[config.mk]
export PLATFORM = sky130hd
export DESIGN_NAME = lic_timer
export DESIGN_NICKNAME = d
export VERILOG_FILES = /design/src/rtl/lic_timer_pkg.sv /design/src/rtl/lic_timer_divdec.sv /design/src/rtl/lic_timer_ctrl.sv /design/src/rtl/lic_timer_dpath.sv /design/src/rtl/lic_timer.sv
export SDC_FILE = /design/constraint.sdc
export NUM_CORES = 1
export LEC_CHECK = 0
export ABC_CLOCK_PERIOD_IN_PS = 2850
export BUFFER_PORTS_ARGS = -buffer_cell sky130_fd_sc_hd__buf_2
export CAP_MARGIN = 20
export CORE_ASPECT_RATIO = 0.9
export CORE_UTILIZATION = 53
export DETAILED_ROUTE_END_ITERATION = 10
export PLACE_DENSITY = 0.81
export SLEW_MARGIN = 20
export SYNTH_ARGS = -nofsm -noshare
export SYNTH_HDL_FRONTEND = slang
export SYNTH_HIERARCHICAL = 1
export SYNTH_SLANG_ARGS = --single-unit
[constraint.sdc]
create_clock -name clk -period 2.85 [get_ports clk]
set_input_delay 0.285 -clock clk [delete_from_list [all_inputs] [get_ports clk]]
set_output_delay 0.285 -clock clk [all_outputs]
set_load 0.005 [all_outputs]
[src/rtl/lic_timer_pkg.sv]
package lic_timer_pkg;

  // register and count width
  localparam int DATA_W = 32;
  // width of the divide exponent
  localparam int EXP_W = 3;
  // largest prescale value is 2^(2^EXP_W - 1) - 1
  localparam int PRE_W = (1 << EXP_W) - 1;
  localparam int VEC_W = 8;

  // timer entry fields
  localparam int LVT_STATUS_BIT = 12;
  localparam int LVT_RSVD_BIT = 14;
  localparam int LVT_MASK_BIT = 16;
  localparam int LVT_PERIODIC_BIT = 17;
  localparam logic [DATA_W-1:0] LVT_RO_MASK =
      (DATA_W'(1) << LVT_STATUS_BIT) | (DATA_W'(1) << LVT_RSVD_BIT);
  localparam logic [DATA_W-1:0] LVT_RESET =
      DATA_W'(1) << LVT_MASK_BIT;

  // control-to-datapath strobes
  typedef struct packed {
    logic load;    // start from loadVal
    logic halt;    // stop on a zero write
    logic tick;    // count down by one
    logic reload;  // periodic restart at zero
    logic finish;  // one-shot end at zero
    logic fire;    // raise the request
  } ltStrobes_t;

endpackage

[src/rtl/lic_timer_divdec.sv]
module lic_timer_divdec
  import lic_timer_pkg::*;
(
  input  logic [EXP_W-1:0] divCode,
  output logic [PRE_W-1:0] preLoad
);

  // exponent + 1 wraps modulo 2^EXP_W, so the all-ones code divides by one
  logic [EXP_W-1:0] shiftAmt;
  assign shiftAmt = divCode + 1'b1;

  // thermometer code: prescale reload = 2^shiftAmt - 1
  generate
    for (genvar i = 0; i < PRE_W; i++) begin : g_therm
      assign preLoad[i] = (int'(shiftAmt) > i);
    end
  endgenerate

endmodule

[src/rtl/lic_timer_ctrl.sv]
module lic_timer_ctrl
  import lic_timer_pkg::*;
(
  input  logic              clk,
  input  logic              rstN,
  input  logic              selDiv,
  input  logic              selInit,
  input  logic              selCur,
  input  logic              selLvt,
  input  logic              wrEn,
  input  logic [DATA_W-1:0] wrData,
  output logic [DATA_W-1:0] rdData,
  input  logic              running,
  input  logic              preZero,
  input  logic              cntOne,
  input  logic [DATA_W-1:0] curCnt,
  output ltStrobes_t        strb,
  output logic [DATA_W-1:0] loadVal,
  output logic [PRE_W-1:0]  preLoad,
  output logic [VEC_W-1:0]  vecOut
);

  logic [EXP_W-1:0]  divReg;   // {cfg[3], cfg[1:0]}
  logic [DATA_W-1:0] initReg;
  logic [DATA_W-1:0] lvtReg;
  logic              wrDiv;
  logic              wrInit;
  logic              wrLvt;
  logic [DATA_W-1:0] divRead;

  assign wrDiv  = wrEn && selDiv;
  assign wrInit = wrEn && selInit;
  assign wrLvt  = wrEn && selLvt;

  always_ff @(posedge clk or negedge rstN) begin
    if (!rstN) begin
      divReg  <= '0;
      initReg <= '0;
      lvtReg  <= LVT_RESET;
    end else begin
      if (wrDiv) begin
        divReg <= {wrData[3], wrData[1:0]};
      end
      if (wrInit) begin
        initReg <= wrData;
      end
      if (wrLvt) begin
        lvtReg <= (wrData & ~LVT_RO_MASK) | (lvtReg & LVT_RO_MASK);
      end
    end
  end

  lic_timer_divdec u_divdec (
    .divCode (divReg),
    .preLoad (preLoad)
  );

  assign divRead = DATA_W'({divReg[2], 1'b0, divReg[1:0]});
  assign vecOut  = lvtReg[VEC_W-1:0];

  always_comb begin
    rdData = ({DATA_W{selDiv}}  & divRead)
           | ({DATA_W{selInit}} & initReg)
           | ({DATA_W{selCur}}  & curCnt)
           | ({DATA_W{selLvt}}  & lvtReg);
  end

  // strobe generation: an initial-count write takes priority over counting
  always_comb begin
    strb    = '0;
    loadVal = initReg;
    if (wrInit) begin
      loadVal = wrData;
      if (wrData != '0) begin
        strb.load = 1'b1;
      end else begin
        strb.halt = 1'b1;
      end
    end else if (running && preZero) begin
      if (cntOne) begin
        strb.fire = !lvtReg[LVT_MASK_BIT];
        if (lvtReg[LVT_PERIODIC_BIT]) begin
          strb.reload = 1'b1;
        end else begin
          strb.finish = 1'b1;
        end
      end else begin
        strb.tick = 1'b1;
      end
    end
  end

  // register port: at most one select at a time
  reg_sel_onehot_chk: assert property (@(posedge clk) disable iff (!rstN)
    $onehot0({selDiv, selInit, selCur, selLvt}));


  lvt_ro_bits_chk: assert property (@(posedge clk) disable iff (!rstN)
    $stable(lvtReg[LVT_STATUS_BIT]) && $stable(lvtReg[LVT_RSVD_BIT]));


  div_read_bits_chk: assert property (@(posedge clk) disable iff (!rstN)
    selDiv |-> (rdData[DATA_W-1:4] == '0 && rdData[2] == 1'b0));


  masked_silent_chk: assert property (@(posedge clk) disable iff (!rstN)
    lvtReg[LVT_MASK_BIT] |-> !strb.fire);


  write_wins_chk: assert property (@(posedge clk) disable iff (!rstN)
    wrInit |-> !(strb.tick || strb.reload || strb.finish || strb.fire));

endmodule

[src/rtl/lic_timer_dpath.sv]
module lic_timer_dpath
  import lic_timer_pkg::*;
(
  input  logic              clk,
  input  logic              rstN,
  input  ltStrobes_t        strb,
  input  logic [DATA_W-1:0] loadVal,
  input  logic [PRE_W-1:0]  preLoad,
  input  logic [VEC_W-1:0]  vecIn,
  output logic              running,
  output logic              preZero,
  output logic              cntOne,
  output logic [DATA_W-1:0] curCnt,
  output logic              irqValid,
  output logic [VEC_W-1:0]  irqVector
);

  logic [PRE_W-1:0]  pre;
  logic [DATA_W-1:0] cnt;

  always_ff @(posedge clk or negedge rstN) begin
    if (!rstN) begin
      pre       <= '0;
      cnt       <= '0;
      running   <= 1'b0;
      irqValid  <= 1'b0;
      irqVector <= '0;
    end else begin
      irqValid <= strb.fire;
      if (strb.fire) begin
        irqVector <= vecIn;
      end
      if (strb.load) begin
        cnt     <= loadVal;
        pre     <= preLoad;
        running <= 1'b1;
      end else if (strb.halt || strb.finish) begin
        cnt     <= '0;
        pre     <= '0;
        running <= 1'b0;
      end else if (strb.reload) begin
        cnt <= loadVal;
        pre <= preLoad;
      end else if (strb.tick) begin
        cnt <= cnt - 1'b1;
        pre <= preLoad;
      end else if (running) begin
        pre <= pre - 1'b1;
      end
    end
  end

  // cnt is the rounded-up count of remaining ticks; pre holds the partial tick
  assign preZero = (pre == '0);
  assign cntOne  = (cnt == DATA_W'(1));
  assign curCnt  = cnt;


  idle_count_zero_chk: assert property (@(posedge clk) disable iff (!rstN)
    !running |-> (cnt == '0));


  irq_needs_run_chk: assert property (@(posedge clk) disable iff (!rstN)
    irqValid |-> $past(running));


  count_step_chk: assert property (@(posedge clk) disable iff (!rstN)
    (running && $past(running) && !$past(strb.load) && !$past(strb.reload))
      |-> (cnt == $past(cnt) || cnt == $past(cnt) - 1'b1));


  halt_stops_chk: assert property (@(posedge clk) disable iff (!rstN)
    strb.halt |=> (!running && !irqValid));

endmodule

[src/rtl/lic_timer.sv]
module lic_timer
  import lic_timer_pkg::*;
(
  input  logic              clk,
  input  logic              rstN,
  input  logic              selDiv,
  input  logic              selInit,
  input  logic              selCur,
  input  logic              selLvt,
  input  logic              wrEn,
  input  logic [DATA_W-1:0] wrData,
  output logic [DATA_W-1:0] rdData,
  output logic              irqValid,
  output logic [VEC_W-1:0]  irqVector
);

  ltStrobes_t        strb;
  logic [DATA_W-1:0] loadVal;
  logic [PRE_W-1:0]  preLoad;
  logic [VEC_W-1:0]  vecSel;
  logic              running;
  logic              preZero;
  logic              cntOne;
  logic [DATA_W-1:0] curCnt;

  lic_timer_ctrl u_ctrl (
    .clk     (clk),
    .rstN    (rstN),
    .selDiv  (selDiv),
    .selInit (selInit),
    .selCur  (selCur),
    .selLvt  (selLvt),
    .wrEn    (wrEn),
    .wrData  (wrData),
    .rdData  (rdData),
    .running (running),
    .preZero (preZero),
    .cntOne  (cntOne),
    .curCnt  (curCnt),
    .strb    (strb),
    .loadVal (loadVal),
    .preLoad (preLoad),
    .vecOut  (vecSel)
  );

  lic_timer_dpath u_dpath (
    .clk       (clk),
    .rstN      (rstN),
    .strb      (strb),
    .loadVal   (loadVal),
    .preLoad   (preLoad),
    .vecIn     (vecSel),
    .running   (running),
    .preZero   (preZero),
    .cntOne    (cntOne),
    .curCnt    (curCnt),
    .irqValid  (irqValid),
    .irqVector (irqVector)
  );

endmodule

Word level (Yosys, flattened, before mapping). Index checks and enable logic that the tools add are counted. W data, S select, Z words.

Add/sub/neg operators: 3. Order comparisons: 7. Equality and inequality tests: 1. Multiplexer cells: 21. Bitwise gates (word level): 8. Reduce and logical (&&, ||, !) cells: 11.

Operators by type and width (count): $mux W32 (5); $and A32 B32 Y32 (3); $or A32 B32 Y32 (3); $mux W7 (5); $and A32 B4 Y32 (1); $eq A32 B1 Y1 const B (1); $or A32 B15 Y32 (1); $reduce_bool A32 Y1 (1); $sub A32 B1 Y32 const B (1); $gt A3 B3 Y1 const B (3); $mux W4 (2); $logic_not A7 Y1 (1); $mux W1 (7); $sub A7 B1 Y7 const B (1); $gt A3 B1 Y1 const B (2); $gt A3 B2 Y1 const B (2); $reduce_bool A5 Y1 (1); $logic_and A1 B1 Y1 (4); $reduce_bool A4 Y1 (1); $add A3 B1 Y3 const B (1); $mux W3 (1); $mux W2 (1); $reduce_bool A2 Y1 (1); $logic_not A1 Y1 (1); $logic_or A1 B1 Y1 (1).

Register bits after elaboration: 116. Input bits: 39. Output and inout port bits: 41. Logic and storage cells: 59.

Logic depth before layout (Yosys ltp). Gate-level depths: netlist of the first run.

Depth after elaboration: 8. Gate-level depth with buffers: 14. Mapped depth without buffers: 12.

Hierarchy. The synthesis of the first run kept the hierarchy.

By module, submodules not included: lic_timer_ctrl (times used 1, cells each 241, area each 3314.4 µm², seq. area each 1627.8 µm²); lic_timer_dpath (times used 1, cells each 325, area each 3060.4 µm², seq. area each 1226.2 µm²); lic_timer_divdec (times used 1, cells each 18, area each 138.9 µm², seq. area each 0.0 µm²).

Least setup slack after synthesis of the first run. No wires, ideal clock.

Kind: register to register. Start: reg u_dpath.cnt[22], in the netlist u_dpath/curCnt[22]. End: reg u_dpath.cnt[16], in the netlist u_dpath/curCnt[16]. Setup time: 0.062 ns. Data arrival time: 3.088 ns. Required time: 2.788 ns. Setup slack: -0.300 ns. Stages on the path, launching flop included: 14. Buffers on the path: 2. Clock period less this slack: 3.150 ns. Path through: dfrtp_1 -> or4_4 -> nor2_8 -> nand4_2 -> nor4_1 -> nand4_1 -> nor2_1 -> buf_2 -> nor3b_1 -> or2_1 -> buf_2 -> nand2_1 -> a21oi_1 -> o2bb2a_4.

RTL lines: start, declared (line lic_timer_dpath.sv:19) `logic [DATA_W-1:0] cnt;`; start signal, assigned (line lic_timer_dpath.sv:34) `cnt <= loadVal;`; start signal, assigned (line lic_timer_dpath.sv:42) `cnt <= loadVal;`; start signal, assigned (line lic_timer_dpath.sv:45) `cnt <= cnt - 1'b1;`.

==> results_dict.tcl, run 1 <==
set metrics [dict create \
    status "finished, violations left" \
    violations "setup timing" \
    path_class "register to register" \
    hold_end "u_ctrl/lvtReg[4]" \
    clkPwrFrac 0.320 \
    ios 80 \
    rrSetupSlack_ns -0.11 \
    drc 0 \
    vias 5571 \
    gp_congestion 0.975 \
    first_iter_violations 629 \
    clk_path_buf_depth 2 \
    start_util 0.542 \
    cp_cell_sequence "or4_4 > nor3_4 > nand4_4 > nor4_4 > nand4_1 > buf_6 > nor2_4 > nor3b_4 > or2_4 > buf_8 > a22o_1 > a21oi_1 > nor2_1" \
    min_period_ns 2.96 \
    die_y_um 107 \
    cp_slowest_stage_delay_ns 0.56 \
    crit_arrival_ns 3.26 \
    totalWireLength_mm 18.6 \
    cts_tree "done" \
    r2r-start "u_dpath/curCnt[28]" \
    cts-root-buf "clkbuf_16" \
    netlist_area_um2 6510 \
    syn_nets 631 \
    synth_ff_type "dfrtp_1" \
    drtPass1Iterations 6 \
    postSynthRegisterBits 114 \
    crit_family "simple AND/OR/NAND/NOR gates" \
    htreeDepth 4 \
    internal-power_mw 4.00 \
    slew_headroom 0.525 \
    synthArstFlopShare 1.00 \
    setup_ws_ns -0.115 \
    grt-ovfl-total 0 \
    synth.distinct_cells 70 \
    startpoint_type "register" \
    final_util 0.705 \
    avgRoutedWirePerCell_um 20.6 \
    holdWs_ns 0.137 \
    die_w_um 119 \
    sequentialPowerShare 0.360 \
    layout.cells.non_filler 903 \
    power_density_nw_per_um2 703 \
    nNetsFinal 777 \
    p_switching_mw 1.96 \
    irDropWorstVdd_mv 0.524 \
    synthCells 584 \
    crit_buf_inv 2 \
    worstMarginPinSlew_ns 0.712 \
    synth-seq-area-share 0.438 \
    rr_endpoint "u_dpath/curCnt[10]" \
    cts.clk_slew.worst_paths_ns 0.05 \
    fmax_ghz 0.337 \
    synth_edf_count 0 \
    area_growth_pct 30.2 \
    placed_cell_area_um2 7420 \
    p_comb_frac 0.320 \
    dp_cells 851 \
    grt_pass1_wl_mm 29.4 \
    drv_slew 0 \
    core_um2 12000 \
    grt_max_degree 49 \
    cts_made_buffers 17 \
    die-area_um2 12700 \
    fin_crit_sh 1.04 \
    cellLeakagePower_nw 4.02 \
    layout_common_cells "dfrtp_1, buf_2, buf_4" \
    syn_area_per_cell_um2 11.2 \
    max-cap-violations 0 \
    viasPerCell 6.17 \
    cp_max_fo 7 \
    grt.total_usage 0.297 \
    min_from "wrData[4]" \
    ys_warn_count 6 \
    fin_area_um2 8480 \
    diodes 0 \
    port_buffers 79 \
    holdPathStages 2 \
    crit_slowest_cell "or4_4" \
    layout-drive-gt1-share 0.491 \
    antenna_found_initial 0 \
    endpoint_kind "register" \
    power_mw 5.96 \
    cts.sink_count 114 \
    mostFrequentLayoutCell "dfrtp_1" \
    hold_viol 0 \
    grt_pass1_vias 5593 \
    r2r_cells 13 \
    insertion_delay_ns 0.41 \
    detail-route-antenna-nets 0 \
    hpwl_mm 12.3 \
    cp.required_ns 3.15 \
    rsz0062_at_grt "yes" \
    setup_violations 22 \
    netSwitchingFraction 0.330 \
    finClkSkew_ns 0.00889 \
    hold_path_class "input port to register" \
    num_rows 38 \
]
-- worst register-to-register path, cell delays in order, from the launching register on --
cell	delay [ns]
dfrtp_1	0.38
or4_4	0.56
nor3_4	0.19
nand4_4	0.13
nor4_4	0.20
nand4_1	0.15
buf_6	0.17
nor2_4	0.14
nor3b_4	0.07
or2_4	0.30
buf_8	0.15
a22o_1	0.20
a21oi_1	0.15
nor2_1	0.06
-- kinds of logic after synthesis --
| logic type | count (synthesis) | synth area share |
|---|---|---|
| simple gates | 157 | 0.147 |
| fa+ha+maj | 8 | 0.0154 |
| mux | 73 | 0.158 |
| flops | 114 | 0.438 |
| buf+inv | 77 | 0.0594 |
| compound gates | 135 | 0.154 |
| xor+xnor | 20 | 0.0280 |
-- sequential cells by signal, summed over array words and instances (netlist names) --
register / flops
u_ctrl/initReg: 32
u_dpath/curCnt: 32
u_ctrl/lvtReg: 30
u_dpath/irqVector: 8
u_dpath/pre: 7
u_ctrl/divReg: 3
u_dpath/irqValid: 1
u_dpath/running: 1
-- synth_stat cells, types with 17 or more instances --
master    count  area share
mux2_4       56        0.13
inv_1        37       0.021
a21oi_1      29       0.022
nor2_1       30       0.017
a222oi_1     27       0.041
nand2_1      41       0.024
o21ai_1      19       0.015
mux2_2       17       0.029
dfrtp_1     113        0.43
-- metal layers --
layer	track usage	vias to the layer above	part of all wire
met2	0.475	301	0.48
met3	0.0729	51	0.073
met5	0	-	0
met1	0.394	2756	0.43
li1	-	2463	-
met4	0.106	0	0.022
-- power groups by stage --
stage | Sequential (mW) | Combinational (mW) | Clock, mW
floorplan | 2.13 | 1.06 | 0
global placement | 2.14 | 1.64 | 0
detailed placement | 2.15 | 1.68 | 0
CTS | 2.14 | 1.80 | 1.94
global route | 2.18 | 2.04 | 2.01
finish | 2.15 | 1.91 | 1.91
-- area by class of cell --
| cell class | count | area [um^2] |
|---|---|---|
| tap | 160 | 200 |
| sequential | 114 | 2850 |
| timing repair buffer | 167 | 1150 |
| multi-input combinational | 393 | 3600 |
| inverter | 37 | 139 |
| fill | 822 | 3550 |
| clock inverter | 12 | 86.3 |
| clock buffer | 20 | 457 |
-- per-stage QoR --
stage,setup WS (ns),setup TNS (ns)
2_1_floorplan,0.00467,0
3_3_place_gp,-0.0345,-0.149
3_5_place_dp,-0.239,-5.08
4_1_cts,-0.164,-2.83
5_1_grt,-0.240,-5.97
6_report,-0.115,-0.792
-- what timing repair did --
item / in CTS / in global routing
gates resized for setup: 59 / 37
hold endpoints to repair: 43 / 0
hold buffers: 1 / 0
gates cloned: 0 / 2
pin swaps: 56 / 22
endpoints found under the setup margin: 39 / 47
setup buffers: 12 / 6
-- worst max path at each step --
stage,end,from,cells after the start
floorplan,u_dpath/curCnt[16],u_dpath/curCnt[20],13
global placement,u_dpath/curCnt[2],u_dpath/curCnt[28],12
detailed placement,u_dpath/curCnt[16],u_dpath/curCnt[28],12
CTS,u_dpath/curCnt[19],u_dpath/curCnt[25],12
global route,u_dpath/curCnt[10],u_dpath/curCnt[28],13
finish,u_dpath/curCnt[10],u_dpath/curCnt[28],13
Note: power is estimated with default switching activity, not from simulation.
==> run 2, diff against run 1 <==
--- a/config.mk
+++ b/config.mk
@@ -5,13 +5,13 @@
 export SDC_FILE = /design/constraint.sdc
 export NUM_CORES = 1
 export LEC_CHECK = 0
-export ABC_CLOCK_PERIOD_IN_PS = 2850
+export ABC_CLOCK_PERIOD_IN_PS = 3010
 export BUFFER_PORTS_ARGS = -buffer_cell sky130_fd_sc_hd__buf_2
 export CAP_MARGIN = 20
 export CORE_ASPECT_RATIO = 0.9
-export CORE_UTILIZATION = 53
+export CORE_UTILIZATION = 55
 export DETAILED_ROUTE_END_ITERATION = 10
-export PLACE_DENSITY = 0.81
+export PLACE_DENSITY = 0.8
 export SLEW_MARGIN = 20
 export SYNTH_ARGS = -nofsm -noshare
 export SYNTH_HDL_FRONTEND = slang
==> constraint.sdc (replaced) <==
create_clock -name clk -period 3.01 [get_ports clk]
set_input_delay 0.301 -clock clk [delete_from_list [all_inputs] [get_ports clk]]
set_output_delay 0.301 -clock clk [all_outputs]
set_load 0.005 [all_outputs]
==> results_dict.tcl, run 2 (synthesis gave the netlist of run 1 again) <==
set metrics [dict create \
    irDropWorstVdd_mv 0.424 \
    sequentialPowerShare 0.369 \
    cp_cell_sequence "inv_1 > ha_1 > nand2_1 > or3_1 > nor2_2 > nand3_1 > nor2_1 > or4b_4 > nor4_2 > nand4_1 > xor2_1 > o21ai_2" \
    detail-route-antenna-nets 0 \
    status "completed" \
    clkPwrFrac 0.345 \
    crit_slowest_cell "or4b_4" \
    vias 5559 \
    r2r_cells 12 \
    nFillCells 805 \
    nNetsFinal 753 \
    p_comb_frac 0.286 \
    placed_cell_area_um2 7240 \
    p_switching_mw 1.84 \
    mostFrequentLayoutCell "dfrtp_1" \
    cp_max_fo 4 \
    avgRoutedWirePerCell_um 21.2 \
    port_buffers 79 \
    grt-ovfl-total 0 \
    die-area_um2 12300 \
    hold_path_class "input port to register" \
    fin_area_um2 8190 \
    grt_max_degree 63 \
    fmax_ghz 0.333 \
    startpoint_type "register" \
    layout-drive-gt1-share 0.437 \
    worstMarginPinSlew_ns 0.707 \
    antenna_found_initial 0 \
    layout_common_cells "dfrtp_1, buf_2, mux2_4" \
    crit_arrival_ns 3.31 \
    grt_pass1_vias 5348 \
    die_w_um 117 \
    core_um2 11500 \
    endpoint_kind "register" \
    diodes 0 \
    totalWireLength_mm 18.6 \
    start_util 0.567 \
    first_iter_violations 765 \
    viasPerCell 6.35 \
    cts_tree "done" \
    clk_path_buf_depth 2 \
    cts_made_buffers 17 \
    cellLeakagePower_nw 3.88 \
    path_class "register to register" \
    cts-root-buf "clkbuf_16" \
    drtPass1Iterations 6 \
    grt_pass1_wl_mm 27.9 \
    tns_ns 0 \
    min_from "wrData[30]" \
    rrSetupSlack_ns 0.003 \
    max-cap-violations 0 \
    die_y_um 105 \
    crit_family "simple AND/OR/NAND/NOR gates" \
    htreeDepth 4 \
    finClkSkew_ns 0.00994 \
    drv_slew 0 \
    insertion_delay_ns 0.42 \
    cp_slowest_stage_delay_ns 0.54 \
    power_mw 5.63 \
    grt.total_usage 0.299 \
    drc 0 \
    hold_viol 0 \
    gp_congestion 0.913 \
    hold_end "u_ctrl/lvtReg[30]" \
    rsz0062_at_grt "yes" \
    cp.required_ns 3.32 \
    area_growth_pct 25.7 \
    rr_endpoint "u_dpath/curCnt[28]" \
    min_period_ns 3.01 \
    netSwitchingFraction 0.327 \
    r2r-start "u_dpath/pre[1]" \
    slew_headroom 0.529 \
    power_density_nw_per_um2 687 \
    crit_buf_inv 1 \
    cts.clk_slew.worst_paths_ns 0.06 \
    setup_violations 0 \
    fin_crit_sh 0.999 \
    hpwl_mm 11.9 \
    ios 80 \
    cts.sink_count 114 \
    internal-power_mw 3.79 \
    num_rows 37 \
    holdPathStages 2 \
]
## run 2: metal layers
metal,wire length (um),global-route usage
met1,7930,0.424
met2,8640,0.452
met3,1610,0.0564
met4,380,0.118
met5,0,0
## run 2: how the worst max path moves through the flow
stage	slack, ns	start	depth (start not counted)	to
final	0.003	u_dpath/pre[1]	12	u_dpath/curCnt[28]
after global routing	-0.09	u_dpath/curCnt[25]	12	u_dpath/curCnt[10]
after CTS	0.007	u_dpath/curCnt[28]	12	u_dpath/curCnt[15]
after detailed placement	-0.09	u_dpath/curCnt[28]	12	u_dpath/pre[6]
after global placement	0.05	u_dpath/curCnt[28]	12	u_dpath/curCnt[16]
after floorplan	-0.02	u_dpath/curCnt[22]	12	u_dpath/pre[6]
## run 2: power by group through the flow
| stage | registers [mW] | logic (mW) | clock network [mW] |
|---|---|---|---|
| after floorplan | 2.02 | 0.997 | 0 |
| after global placement | 2.05 | 1.41 | 0 |
| after detailed placement | 2.07 | 1.46 | 0 |
| after CTS | 2.05 | 1.48 | 1.96 |
| after global routing | 2.10 | 1.72 | 2.03 |
| final | 2.08 | 1.61 | 1.94 |
## run 2: layout make-up
type / instances / area (um^2) / share of cell area
clock inverter: 14 / 141 / 0.0173
clock buffer: 18 / 429 / 0.0524
sequential: 114 / 2850 / 0.348
timing repair buffer: 142 / 966 / 0.118
tap: 156 / 195 / 0.0238
inverter: 37 / 139 / 0.0170
multi-input combinational: 394 / 3470 / 0.423
## run 2: metrics by stage
step	std cells	hold WS, ns	utilization	setup slack [ns]
6_report	875	0.148	0.713	0.00304
5_1_grt	875	0.147	0.713	-0.0912
4_1_cts	858	0.138	0.683	0.00683
3_5_place_dp	823	0.383	0.630	-0.0856
3_3_place_gp	823	0.386	0.630	0.0457
2_1_floorplan	584	0.00541	-	-0.0161
## run 2: timing repair
item,4_1_cts,5_1_grt
buffers inserted,2,13
hold buffers,1,0
setup endpoints to repair,9,30
resized for setup,4,45
hold endpoints to repair,52,0
gates cloned,0,4
pin swaps,5,27
==> run 3, diff against run 2 <==
--- a/config.mk
+++ b/config.mk
@@ -15,5 +15,4 @@
 export SLEW_MARGIN = 20
 export SYNTH_ARGS = -nofsm -noshare
 export SYNTH_HDL_FRONTEND = slang
-export SYNTH_HIERARCHICAL = 1
 export SYNTH_SLANG_ARGS = --single-unit
==> results_dict.tcl, run 3 <==
set metrics [dict create \
    avgRoutedWirePerCell_um 20.1 \
    cp_max_fo 12 \
    max-cap-violations 0 \
    power_density_nw_per_um2 807 \
    crit_slowest_cell "or4b_4" \
    viasPerCell 6.40 \
    dr_wl_met2_mm 8.69 \
    postSynthRegisterBits 114 \
    yosysTopAreaCellShare 0.455 \
    die_w_um 114 \
    gp_congestion 0.877 \
    grt_pass1_wl_mm 28.9 \
    crit_family "simple AND/OR/NAND/NOR gates" \
    rsz0062_at_grt "no" \
    cts_made_buffers 17 \
    netlist_area_um2 6210 \
    ios 80 \
    routed.top_layer "met4" \
    syn_nets 696 \
    port_buffers 79 \
    grt-ovfl-total 0 \
    crit_arrival_ns 3.24 \
    startpoint_type "register" \
    slew_headroom 0.521 \
    placed_cell_area_um2 6920 \
    worstMarginPinSlew_ns 0.718 \
    ys_warn_count 0 \
    route.met3.wl_mm 1.71 \
    synthArstFlopShare 1.00 \
    syn_area_per_cell_um2 9.58 \
    netSwitchingFraction 0.334 \
    fmax_ghz 0.343 \
    clkPwrFrac 0.339 \
    layout_common_cells "dfrtp_1, nand2_1, buf_2" \
    vias 5790 \
    path_class "register to register" \
    drtPass1Iterations 9 \
    cts.clk_slew.worst_paths_ns 0.05 \
    finClkSkew_ns 0.00692 \
    synthTopCellsByCount "dfrtp_1, nand2_1, inv_1" \
    synthCells 648 \
    crit_buf_inv 0 \
    cp.required_ns 3.33 \
    final_util 0.693 \
    die-area_um2 11700 \
    min_period_ns 2.92 \
    totalWireLength_mm 18.1 \
    hpwl_mm 12.1 \
    cp_slowest_stage_delay_ns 0.58 \
    synth_top_cell_by_area "dfrtp_1" \
    drv_slew 0 \
    cp_cell_sequence "or4_1 > or4b_4 > or4_4 > nand2_8 > mux2_1 > a22o_1" \
    htreeDepth 4 \
    cts-root-buf "clkbuf_16" \
    pre_cts_ws_ns -0.0609 \
    fin_crit_sh 0.970 \
    first_iter_violations 683 \
    irDropWorstVdd_mv 0.484 \
    power_mw 6.09 \
    sequentialPowerShare 0.360 \
    insertion_delay_ns 0.43 \
    start_util 0.570 \
    num_rows 36 \
    clk_path_buf_depth 2 \
    hold_viol 0 \
    diodes 0 \
    cts.sink_count 114 \
    endpoint_kind "register" \
    area_growth_pct 21.6 \
    drc 0 \
    antenna_found_initial 0 \
    grt_pass1_vias 5717 \
    synth.distinct_cells 50 \
    grt_max_degree 61 \
    nNetsFinal 789 \
    yosysMostFrequentCell "dfrtp_1" \
    fin_area_um2 7550 \
    hold_path_class "input port to register" \
    mostFrequentLayoutCell "dfrtp_1" \
    internal-power_mw 4.06 \
    synth_ff_type "dfrtp_1" \
    layout-drive-gt1-share 0.250 \
    cellLeakagePower_nw 3.71 \
    status "completed" \
    grt.total_usage 0.326 \
    p_comb_frac 0.301 \
    detail-route-antenna-nets 0 \
    cts_tree "done" \
    die_y_um 103 \
    core_um2 10900 \
    p_switching_mw 2.03 \
    drt-met1-wl_mm 7.32 \
    tns_ns 0 \
    setup_ws_ns 0.0914 \
    ys_top_cells_by_area "dfrtp_1, nand2_1, mux2_2, a222oi_1, mux2i_1" \
    synth-seq-area-share 0.460 \
    synth_edf_count 0 \
    setup_violations 0 \
]
==> run 3: cell types whose count changed after synthesis, sizes merged, moves of 6 or more <==
| cell | previous run | this run |
|---|---|---|
| nor2 | 33 | 23 |
| xnor2 | 13 | 5 |
| nand4 | 13 | 6 |
| mux2i | 0 | 21 |
| o22ai | 1 | 7 |
| nand2 | 44 | 112 |
| o21ai | 30 | 37 |
| nor3 | 15 | 25 |
| mux2 | 73 | 46 |
| a21oi | 29 | 14 |
| a32o | 1 | 9 |
| buf | 32 | 12 |
| nor4 | 18 | 26 |
| clkbuf | 8 | 32 |
==> run 3: final cells by class <==
cell class / instances / area, um^2
tap: 152 / 190
clock buffer: 24 / 462
multi-input combinational: 451 / 3050
clock inverter: 6 / 130
timing repair buffer: 118 / 718
fill: 840 / 3350
inverter: 39 / 146
sequential: 114 / 2850
==> run 3: stage by stage <==
| step | hold slack (ns) | std cells |
|---|---|---|
| after global placement | 0.392 | 873 |
| after CTS | 0.119 | 904 |
| after floorplan | 0.00541 | 648 |
| after global routing | 0.129 | 904 |
| final | 0.127 | 904 |
| after detailed placement | 0.402 | 873 |
==> run 3: kinds of logic after synthesis <==
| logic type | synth area share |
|---|---|
| AND/OR/NAND/NOR | 0.179 |
| AO/OA/AOI/OAI | 0.152 |
| flip-flops | 0.460 |
| buffers and inverters | 0.0570 |
| multiplexers | 0.117 |
| XOR/XNOR | 0.0169 |
| adder cells (fa/ha/maj) | 0.0181 |
==> run 3: metal layers <==
metal,track usage,vias up
li1,-,2556
met1,0.418,2866
met2,0.519,328
met3,0.0911,40
met4,0.153,0
met5,0,-
==> run 3: timing repair <==
| action | 4_1_cts | 5_1_grt |
|---|---|---|
| resized for setup | 1 | 5 |
| setup buffers | 0 | 0 |
| hold buffers | 1 | 0 |
| hold endpoints to repair | 54 | 0 |
| setup endpoints to repair | 8 | 9 |
==> run 3: path summary, 6_finish.rpt <==
path	to	from	slack, ns	cells past startpoint
worst max register to register	u_dpath.curCnt[2]	u_dpath.curCnt[24]	0.09	6
worst min-delay path	u_ctrl.initReg[13]	wrData[13]	0.13	3
max in group asynchronous	u_ctrl.lvtReg[16]	rstN	1.74	3
worst min register to register	u_dpath.irqVector[6]	u_dpath.irqVector[6]	0.49	1
min in group asynchronous	u_ctrl.lvtReg[26]	rstN	0.47	2
worst max-delay path	u_dpath.curCnt[2]	u_dpath.curCnt[24]	0.09	6
==> run 3: power by group through the flow <==
stage / clock network, mW / logic (mW) / registers (mW)
detailed placement: 0 / 1.77 / 2.20
global route: 2.15 / 2.01 / 2.23
floorplan: 0 / 1.22 / 2.08
global placement: 0 / 1.69 / 2.18
finish: 2.06 / 1.84 / 2.19
CTS: 2.08 / 1.80 / 2.18
==> run 3: worst register-to-register path: stages (launching register included) <==
cell     delay, ns
dfrtp_1       0.37
or4_1         0.55
or4b_4        0.58
or4_4         0.58
nand2_8       0.17
mux2_1        0.34
a22o_1        0.22
